`src/rtl/rnd_pkg.sv`:
```
package rnd_pkg;

  typedef enum logic [1:0] {
    RND_NEAREST = 2'b00,
    RND_ZERO    = 2'b01,
    RND_POS     = 2'b10,
    RND_NEG     = 2'b11
  } rnd_mode_e;

  // Strobes from the mode decode to the mantissa datapath
  typedef struct packed {
    logic inexact;
    logic bumpMant;
    logic satToInf;
  } rnd_strobe_t;

endpackage

```
`src/rtl/rnd_ctrl.sv`:
```
module rnd_ctrl
  import rnd_pkg::*;
(
  input  logic        guardBit,
  input  logic        roundBit,
  input  logic        stickyBit,
  input  logic        keptLsb,
  input  logic        signBit,
  input  logic [1:0]  modeSel,
  output rnd_strobe_t strobes
);

  logic tailNonZero;
  logic nearestUp;

  assign tailNonZero = guardBit | roundBit | stickyBit;
  // above half, or exactly half with odd kept value
  assign nearestUp   = guardBit & (roundBit | stickyBit | keptLsb);

  always_comb begin
    strobes         = '0;
    strobes.inexact = tailNonZero;
    case (rnd_mode_e'(modeSel))
      RND_ZERO: begin
        strobes.bumpMant = 1'b0;
        strobes.satToInf = 1'b0;
      end
      RND_POS: begin
        strobes.bumpMant = tailNonZero & ~signBit;
        strobes.satToInf = ~signBit;
      end
      RND_NEG: begin
        strobes.bumpMant = tailNonZero & signBit;
        strobes.satToInf = signBit;
      end
      default: begin
        strobes.bumpMant = nearestUp;
        strobes.satToInf = 1'b1;
      end
    endcase
  end

endmodule

```
`src/rtl/rnd_dp.sv`:
```
module rnd_dp
  import rnd_pkg::*;
#(
  parameter int MANT_W = 27
) (
  input  logic [MANT_W-1:0] mantIn,
  input  rnd_strobe_t       strobes,
  output logic              guardBit,
  output logic              roundBit,
  output logic              keptLsb,
  output logic [MANT_W-2:0] mantOut
);

  localparam int KEEP_W = MANT_W - 2;
  localparam int OUT_W  = KEEP_W + 1;

  logic [KEEP_W-1:0] keptField;

  assign keptField = mantIn[MANT_W-1:2];
  assign guardBit  = mantIn[1];
  assign roundBit  = mantIn[0];
  assign keptLsb   = keptField[0];

  // carry out of the kept field lands in the extra top bit
  assign mantOut = {1'b0, keptField} + OUT_W'(strobes.bumpMant);

endmodule

```
`src/rtl/rnd_unit.sv`:
```
module rnd_unit
  import rnd_pkg::*;
#(
  parameter int MANT_W = 27
) (
  input  logic [MANT_W-1:0] mantIn,
  input  logic              stickyIn,
  input  logic              signIn,
  input  logic [1:0]        modeIn,
  output logic [MANT_W-2:0] mantOut,
  output logic              roundedUp,
  output logic              inexact,
  output logic              overflowToInf
);

  rnd_strobe_t strobes;
  logic guardBit, roundBit, keptLsb;

  rnd_dp #(.MANT_W(MANT_W)) u_dp (
    .mantIn   (mantIn),
    .strobes  (strobes),
    .guardBit (guardBit),
    .roundBit (roundBit),
    .keptLsb  (keptLsb),
    .mantOut  (mantOut)
  );

  rnd_ctrl u_ctrl (
    .guardBit  (guardBit),
    .roundBit  (roundBit),
    .stickyBit (stickyIn),
    .keptLsb   (keptLsb),
    .signBit   (signIn),
    .modeSel   (modeIn),
    .strobes   (strobes)
  );

  assign roundedUp     = strobes.bumpMant;
  assign inexact       = strobes.inexact;
  assign overflowToInf = strobes.satToInf;

endmodule

```
`config.mk`:
```
export PLATFORM = sky130hd
export DESIGN_NAME = rnd_unit
export DESIGN_NICKNAME = d
export VERILOG_FILES = /design/src/rtl/rnd_pkg.sv /design/src/rtl/rnd_ctrl.sv /design/src/rtl/rnd_dp.sv /design/src/rtl/rnd_unit.sv
export SDC_FILE = /design/constraint.sdc
export NUM_CORES = 1
export LEC_CHECK = 0
export ABC_AREA = 1
export BUFFER_PORTS_ARGS = -buffer_cell sky130_fd_sc_hd__buf_4
export CAP_MARGIN = 20
export CORE_MARGIN = 5
export CORE_UTILIZATION = 45
export DETAILED_ROUTE_END_ITERATION = 10
export PLACE_DENSITY = 0.91
export SYNTH_ARGS = -nofsm -noshare
export SYNTH_HDL_FRONTEND = slang
export SYNTH_SLANG_ARGS = --single-unit
```
`constraint.sdc`:
```
create_clock -name vclk -period 2.6
set_input_delay 0.26 -clock vclk [all_inputs]
set_output_delay 0.26 -clock vclk [all_outputs]
set_load 0.02 [all_outputs]
```
==> results of run 1 <==
report_power, final:
part | switching [mW] | internal (mW) | leakage, nW | total (mW)
sequential | 0 | 0 | 0 | 0
combinational | 0.104 | 0.0862 | 0.643 | 0.191
clock | 0 | 0 | 0 | 0
routing by layer:
layer | wire, µm | track usage
met1 | 1090 | 0.231
met2 | 1560 | 0.432
met3 | 196 | 0.0296
met4 | 0 | 0.0340
met5 | 0 | 0
synthesized netlist by cell type (all sizes together):
master  count
xnor2       7
and2        1
o21ai       2
inv        13
ha          2
nor2       36
nand4       2
nand2      58
a21oi       1
nand3       8
nand3b      6
xor2        9
o31ai       1
layout make-up:
cell class                      count  share of cell area
Multi-Input combinational cell    133               0.572
Timing Repair Buffer               60               0.371
Inverter                           13              0.0402
Tap cell                           16              0.0165
cells by family after synthesis:
kind of cell	Yosys count	share of synthesized area
xor+xnor	16	0.189
compound gates	4	0.0303
fa+ha+maj	2	0.0337
buf+inv	13	0.0657
simple gates	111	0.682
cells in the final DEF (no fill, tap or decap), types with 4 or more instances in the layout:
cell type	n
sky130_fd_sc_hd__buf_4	60
sky130_fd_sc_hd__inv_1	13
sky130_fd_sc_hd__nand2_1	53
sky130_fd_sc_hd__nand2_2	4
sky130_fd_sc_hd__nand3_1	7
sky130_fd_sc_hd__nand3b_1	6
sky130_fd_sc_hd__nor2_1	29
sky130_fd_sc_hd__nor2_2	5
sky130_fd_sc_hd__xnor2_1	7
sky130_fd_sc_hd__xor2_1	9
stage by stage:
| step | hold slack (ns) | utilization | instances |
|---|---|---|---|
| 3_3_place_gp | 0.825 | 0.787 | 222 |
| 6_report | 0.833 | 0.787 | 222 |
| 2_1_floorplan | 0.648 | - | 146 |
| 3_5_place_dp | 0.827 | 0.787 | 222 |
| 4_1_cts | 0.828 | 0.787 | 222 |
| 5_1_grt | 0.839 | 0.787 | 222 |
worst min-delay path by stage:
stage / endpoint / slack [ns] / depth (start not counted)
finish: mantOut[6] / 0.83 / 3
detailed placement: mantOut[12] / 0.83 / 3
global route: mantOut[12] / 0.84 / 3
CTS: mantOut[12] / 0.83 / 3
floorplan: mantOut[11] / 0.65 / 1
global placement: mantOut[12] / 0.83 / 3
critical path, cell delays in order:
cell	delay (ns)
sky130_fd_sc_hd__buf_4	0.11
sky130_fd_sc_hd__inv_1	0.09
sky130_fd_sc_hd__nand2_1	0.07
sky130_fd_sc_hd__o21ai_0	0.25
sky130_fd_sc_hd__ha_1	0.31
sky130_fd_sc_hd__ha_1	0.25
sky130_fd_sc_hd__nand3_2	0.14
sky130_fd_sc_hd__inv_1	0.09
sky130_fd_sc_hd__nand2_2	0.09
sky130_fd_sc_hd__nor2_2	0.17
sky130_fd_sc_hd__xor2_1	0.17
sky130_fd_sc_hd__buf_4	0.16
==> out/results.md, run 1 <==
## Placed design
- cell area reported after detailed placement: 1210 µm²
- half-perimeter wire length after placement: 2540 µm
- final estimated routing congestion in global placement: 0.901
- dpl ws: 0.216 ns
- total of buffers placed on input and output ports: 60

## Timing
- Tightest Pin Transition: 0.265 ns
- Period Utilization, post-route: 0.930
- final worst-path setup slack: 0.182 ns
- final hold violation count: 0
- worst slew margin relative to its limit: 0.821
- clock period minus final worst setup slack: 2.42 ns
- number of endpoints failing setup at the final stage: 0
- max frequency: 0.414 GHz
- setup repair after global routing missed its margin: no
- number of slew-limit violations in the final report: 0
- Final TNS setup: 0 ns

## Floorplan
- number of cell rows: 14
- Core Box Area: 1540 µm²
- number of ports placed on the die boundary: 60
- DIE AREA: 2560 µm²
- die boundary width: 50.6 µm
- starting utilization of the core area: 0.482
- die height: 50.6 µm

## Routing
- Total Wirelength: 2840 µm
- via count of the routed design: 1098
- via-per-instance ratio: 4.95
- violation count after the first detailed-route iteration: 16
- WL per Instance: 12.8 µm
- antenna-violating nets left: 0
- number of detailed-routing iterations run before antenna repair: 4
- DRC violation count after routing: 0

## Logic synthesis
- instance count of the mapped netlist: 146
- Yosys warning count: 0
- synthesized area per cell: 5.09 µm²
- sequential fraction of the synthesis area: 0
- dominant cells by area after synthesis: sky130_fd_sc_hd__nand2_1 (27%), sky130_fd_sc_hd__nor2_1 (15%), sky130_fd_sc_hd__xor2_1 (11%)
- Cell variety after synth: 18
- area of the mapped netlist: 743 µm²
- post-synth top area share: 0.268
- syn nets: 179
- leading area contributor after synthesis: sky130_fd_sc_hd__nand2_1

## Critical path
- largest driver fanout on the critical path: 5
- worst endpoint data arrival time: 2.16 ns
- worst endpoint required time: 2.34 ns
- kind of critical path: in -> out
- crit path capture type: output port
- element type at the critical path start: input port
- Critical Path Start: modeIn[0]
- end point of the critical path: mantOut[12]

## Global routing
- number of global-route vias before repair: 1116
- overflow left after global routing: 0
- overall routing resource usage: 0.214
- global-route wire length before repair: 4600 µm
- antenna violations before repair: 0
- pin count of the biggest net entering global routing: 6

## Cells and area
- antenna fix cells: 0
- sequential cell count: 0
- storage element area: 0 µm²
- area growth from synthesis to layout: 63.3%
- Fill cells: 144
- combined area of the multi-input logic cells: 694 µm²
- ratio of cells with drive above 1 in the final layout: 0.354
- post-route cell area: 1210 µm²
- Clock Buffer Count: 0
- Net count, final: 241

## Worst hold path
- Worst Min Path Start: mantIn[8]
- worst min-delay path category: in -> out

## Power
- power per standard cell area: 157 nW/µm²
- Design Power: 191 µW
- maximum ir drop on the vdd rail: 138 µV
- leakage component of the power: 0.643 nW

## Run status
- status: completed

## Clocking
- count of buffers added by post-CTS timing repair for setup: 0
- Hold Buf Count CTS: 0
- count of instances resized after the clock tree is built: 0

## Job
- count of maximum capacitance violations: 0

(Power assumes the default switching activity.)
==> inputs of run 2 (changes only) <==
Settings changed: PLACE_DENSITY 0.91 to 0.95, REMOVE_ABC_BUFFERS from default to 1.
==> out/results.md, run 2 (same netlist as run 1, synthesis figures left out) <==
## Routing
- Total Wirelength: 2640 µm
- via count of the routed design: 1132
- WL per Instance: 11.9 µm
- antenna-violating nets left: 0
- DRC violation count after routing: 0
- violation count after the first detailed-route iteration: 25
- number of detailed-routing iterations run before antenna repair: 4
- via-per-instance ratio: 5.10

## Critical path
- Crit path largest cell delay: 0.29 ns
- Buf/Inv on CP: 4
- most numerous cell on the critical path: sky130_fd_sc_hd__nand2_1
- cell chain of the critical path: buf_4 -> inv_1 -> nand2_1 -> o21ai_0 -> ha_1 -> ha_1 -> nand3_2 -> inv_1 -> nand2_2 -> nor2_2 -> nand2_1 -> nand2_1 -> nand2_1 -> buf_4
- element type at the critical path start: input port
- worst endpoint data arrival time: 2.11 ns
- end point of the critical path: mantOut[20]
- critical-path cell with the highest stage delay: sky130_fd_sc_hd__ha_1
- worst endpoint required time: 2.34 ns
- Critical Path Start: modeIn[0]
- cell type group with the largest total delay on the critical path: simple AND/OR/NAND/NOR gates
- crit path capture type: output port
- largest driver fanout on the critical path: 5
- kind of critical path: in -> out
- WP depth: 14

## Global routing
- GR Util met2: 0.376
- met3 Use GR: 0.0207
- pin count of the biggest net entering global routing: 6
- number of global-route vias before repair: 1089
- most heavily used metal layer in global routing: met2
- antenna violations before repair: 0
- global-route wire length before repair: 4330 µm
- overflow left after global routing: 0
- overall routing resource usage: 0.199
- Global Route met1 Usage: 0.236

## Clocking
- count of buffers added by post-CTS timing repair for setup: 0
- Hold Buf Count CTS: 0
- count of instances resized after the clock tree is built: 0

## Timing
- number of slew-limit violations in the final report: 0
- number of endpoints failing setup at the final stage: 0
- Period Utilization, post-route: 0.910
- max frequency: 0.423 GHz
- final worst-path setup slack: 0.234 ns
- setup repair after global routing missed its margin: no
- Tightest Pin Transition: 0.251 ns
- clock period minus final worst setup slack: 2.37 ns
- Final TNS setup: 0 ns
- final hold violation count: 0
- worst slew margin relative to its limit: 0.831

## Power
- power per standard cell area: 155 nW/µm²
- Design Power: 188 µW
- leakage component of the power: 0.643 nW
- maximum ir drop on the vdd rail: 155 µV

## Cells and area
- most common cell after layout, fill and taps aside: sky130_fd_sc_hd__buf_4
- most used cells in the layout excluding fill and tap cells: sky130_fd_sc_hd__buf_4 (60), sky130_fd_sc_hd__nand2_1 (53), sky130_fd_sc_hd__nor2_1 (29)
- ratio of cells with drive above 1 in the final layout: 0.354
- Net count, final: 241
- area growth from synthesis to layout: 63.3%
- sequential cell count: 0
- antenna fix cells: 0
- combined area of the multi-input logic cells: 694 µm²
- Fill cells: 121
- storage element area: 0 µm²
- Clock Buffer Count: 0

## Placed design
- final estimated routing congestion in global placement: 0.890
- dpl ws: 0.233 ns
- total of buffers placed on input and output ports: 60
- half-perimeter wire length after placement: 2400 µm

## Worst hold path
- worst min-delay path category: in -> out

## Floorplan
- number of ports placed on the die boundary: 60
- Core Box Area: 1540 µm²
- starting utilization of the core area: 0.482
- die boundary width: 50.6 µm
- number of cell rows: 14
- die height: 50.6 µm
- DIE AREA: 2560 µm²

## Run status
- status: completed

## Job
- count of maximum capacitance violations: 0

-- run 2: cell counts in the layout (fill, tap and decap cells not counted) --
Identical to the previous run, type by type.
-- run 2: report_power, final --
part           switching [mW]  leakage (nW)  internal (mW)  total (mW)
combinational           0.102         0.643         0.0862       0.188
sequential                  0             0              0           0
clock                       0             0              0           0
total                   0.102         0.643         0.0862       0.188
-- run 2: how the worst min path moves through the flow --
stage               slack (ns)        from  cells after the start           to
detailed placement        0.82   mantIn[8]                      3   mantOut[6]
global route              0.83  mantIn[14]                      3  mantOut[12]
finish                    0.82  mantIn[14]                      3  mantOut[12]
CTS                       0.82  mantIn[14]                      3  mantOut[12]
global placement          0.83  mantIn[14]                      3  mantOut[12]
floorplan                 0.65  mantIn[13]                      1  mantOut[11]
-- run 2: worst min-delay path: cells and delay by family --
kind | cells | cell delay (ns)
XOR/XNOR | 1 | 0.06
buffers and inverters | 2 | 0.25
-- run 2: cell type report --
cell class	instances	area share
repair buffers	60	0.371
well taps	16	0.0165
inverters	13	0.0402
multi-input cells	133	0.572
-- run 2: through the flow --
step           cells  area [µm²]  hold WS (ns)   util
3_3_place_gp     222        1210         0.826  0.787
4_1_cts          222        1210         0.824  0.787
3_5_place_dp     222        1210         0.821  0.787
2_1_floorplan    146         743         0.648      -
6_report         222        1210         0.825  0.787
5_1_grt          222        1210         0.832  0.787
-- run 2: per-layer routing --
layer | part of all wire | vias to the layer above | wire length, µm
met1 | 0.38 | 505 | 1010
met2 | 0.52 | 49 | 1370
met3 | 0.085 | 4 | 223
li1 | - | 574 | -
met4 | 0.0099 | 0 | 26
met5 | 0 | - | 0
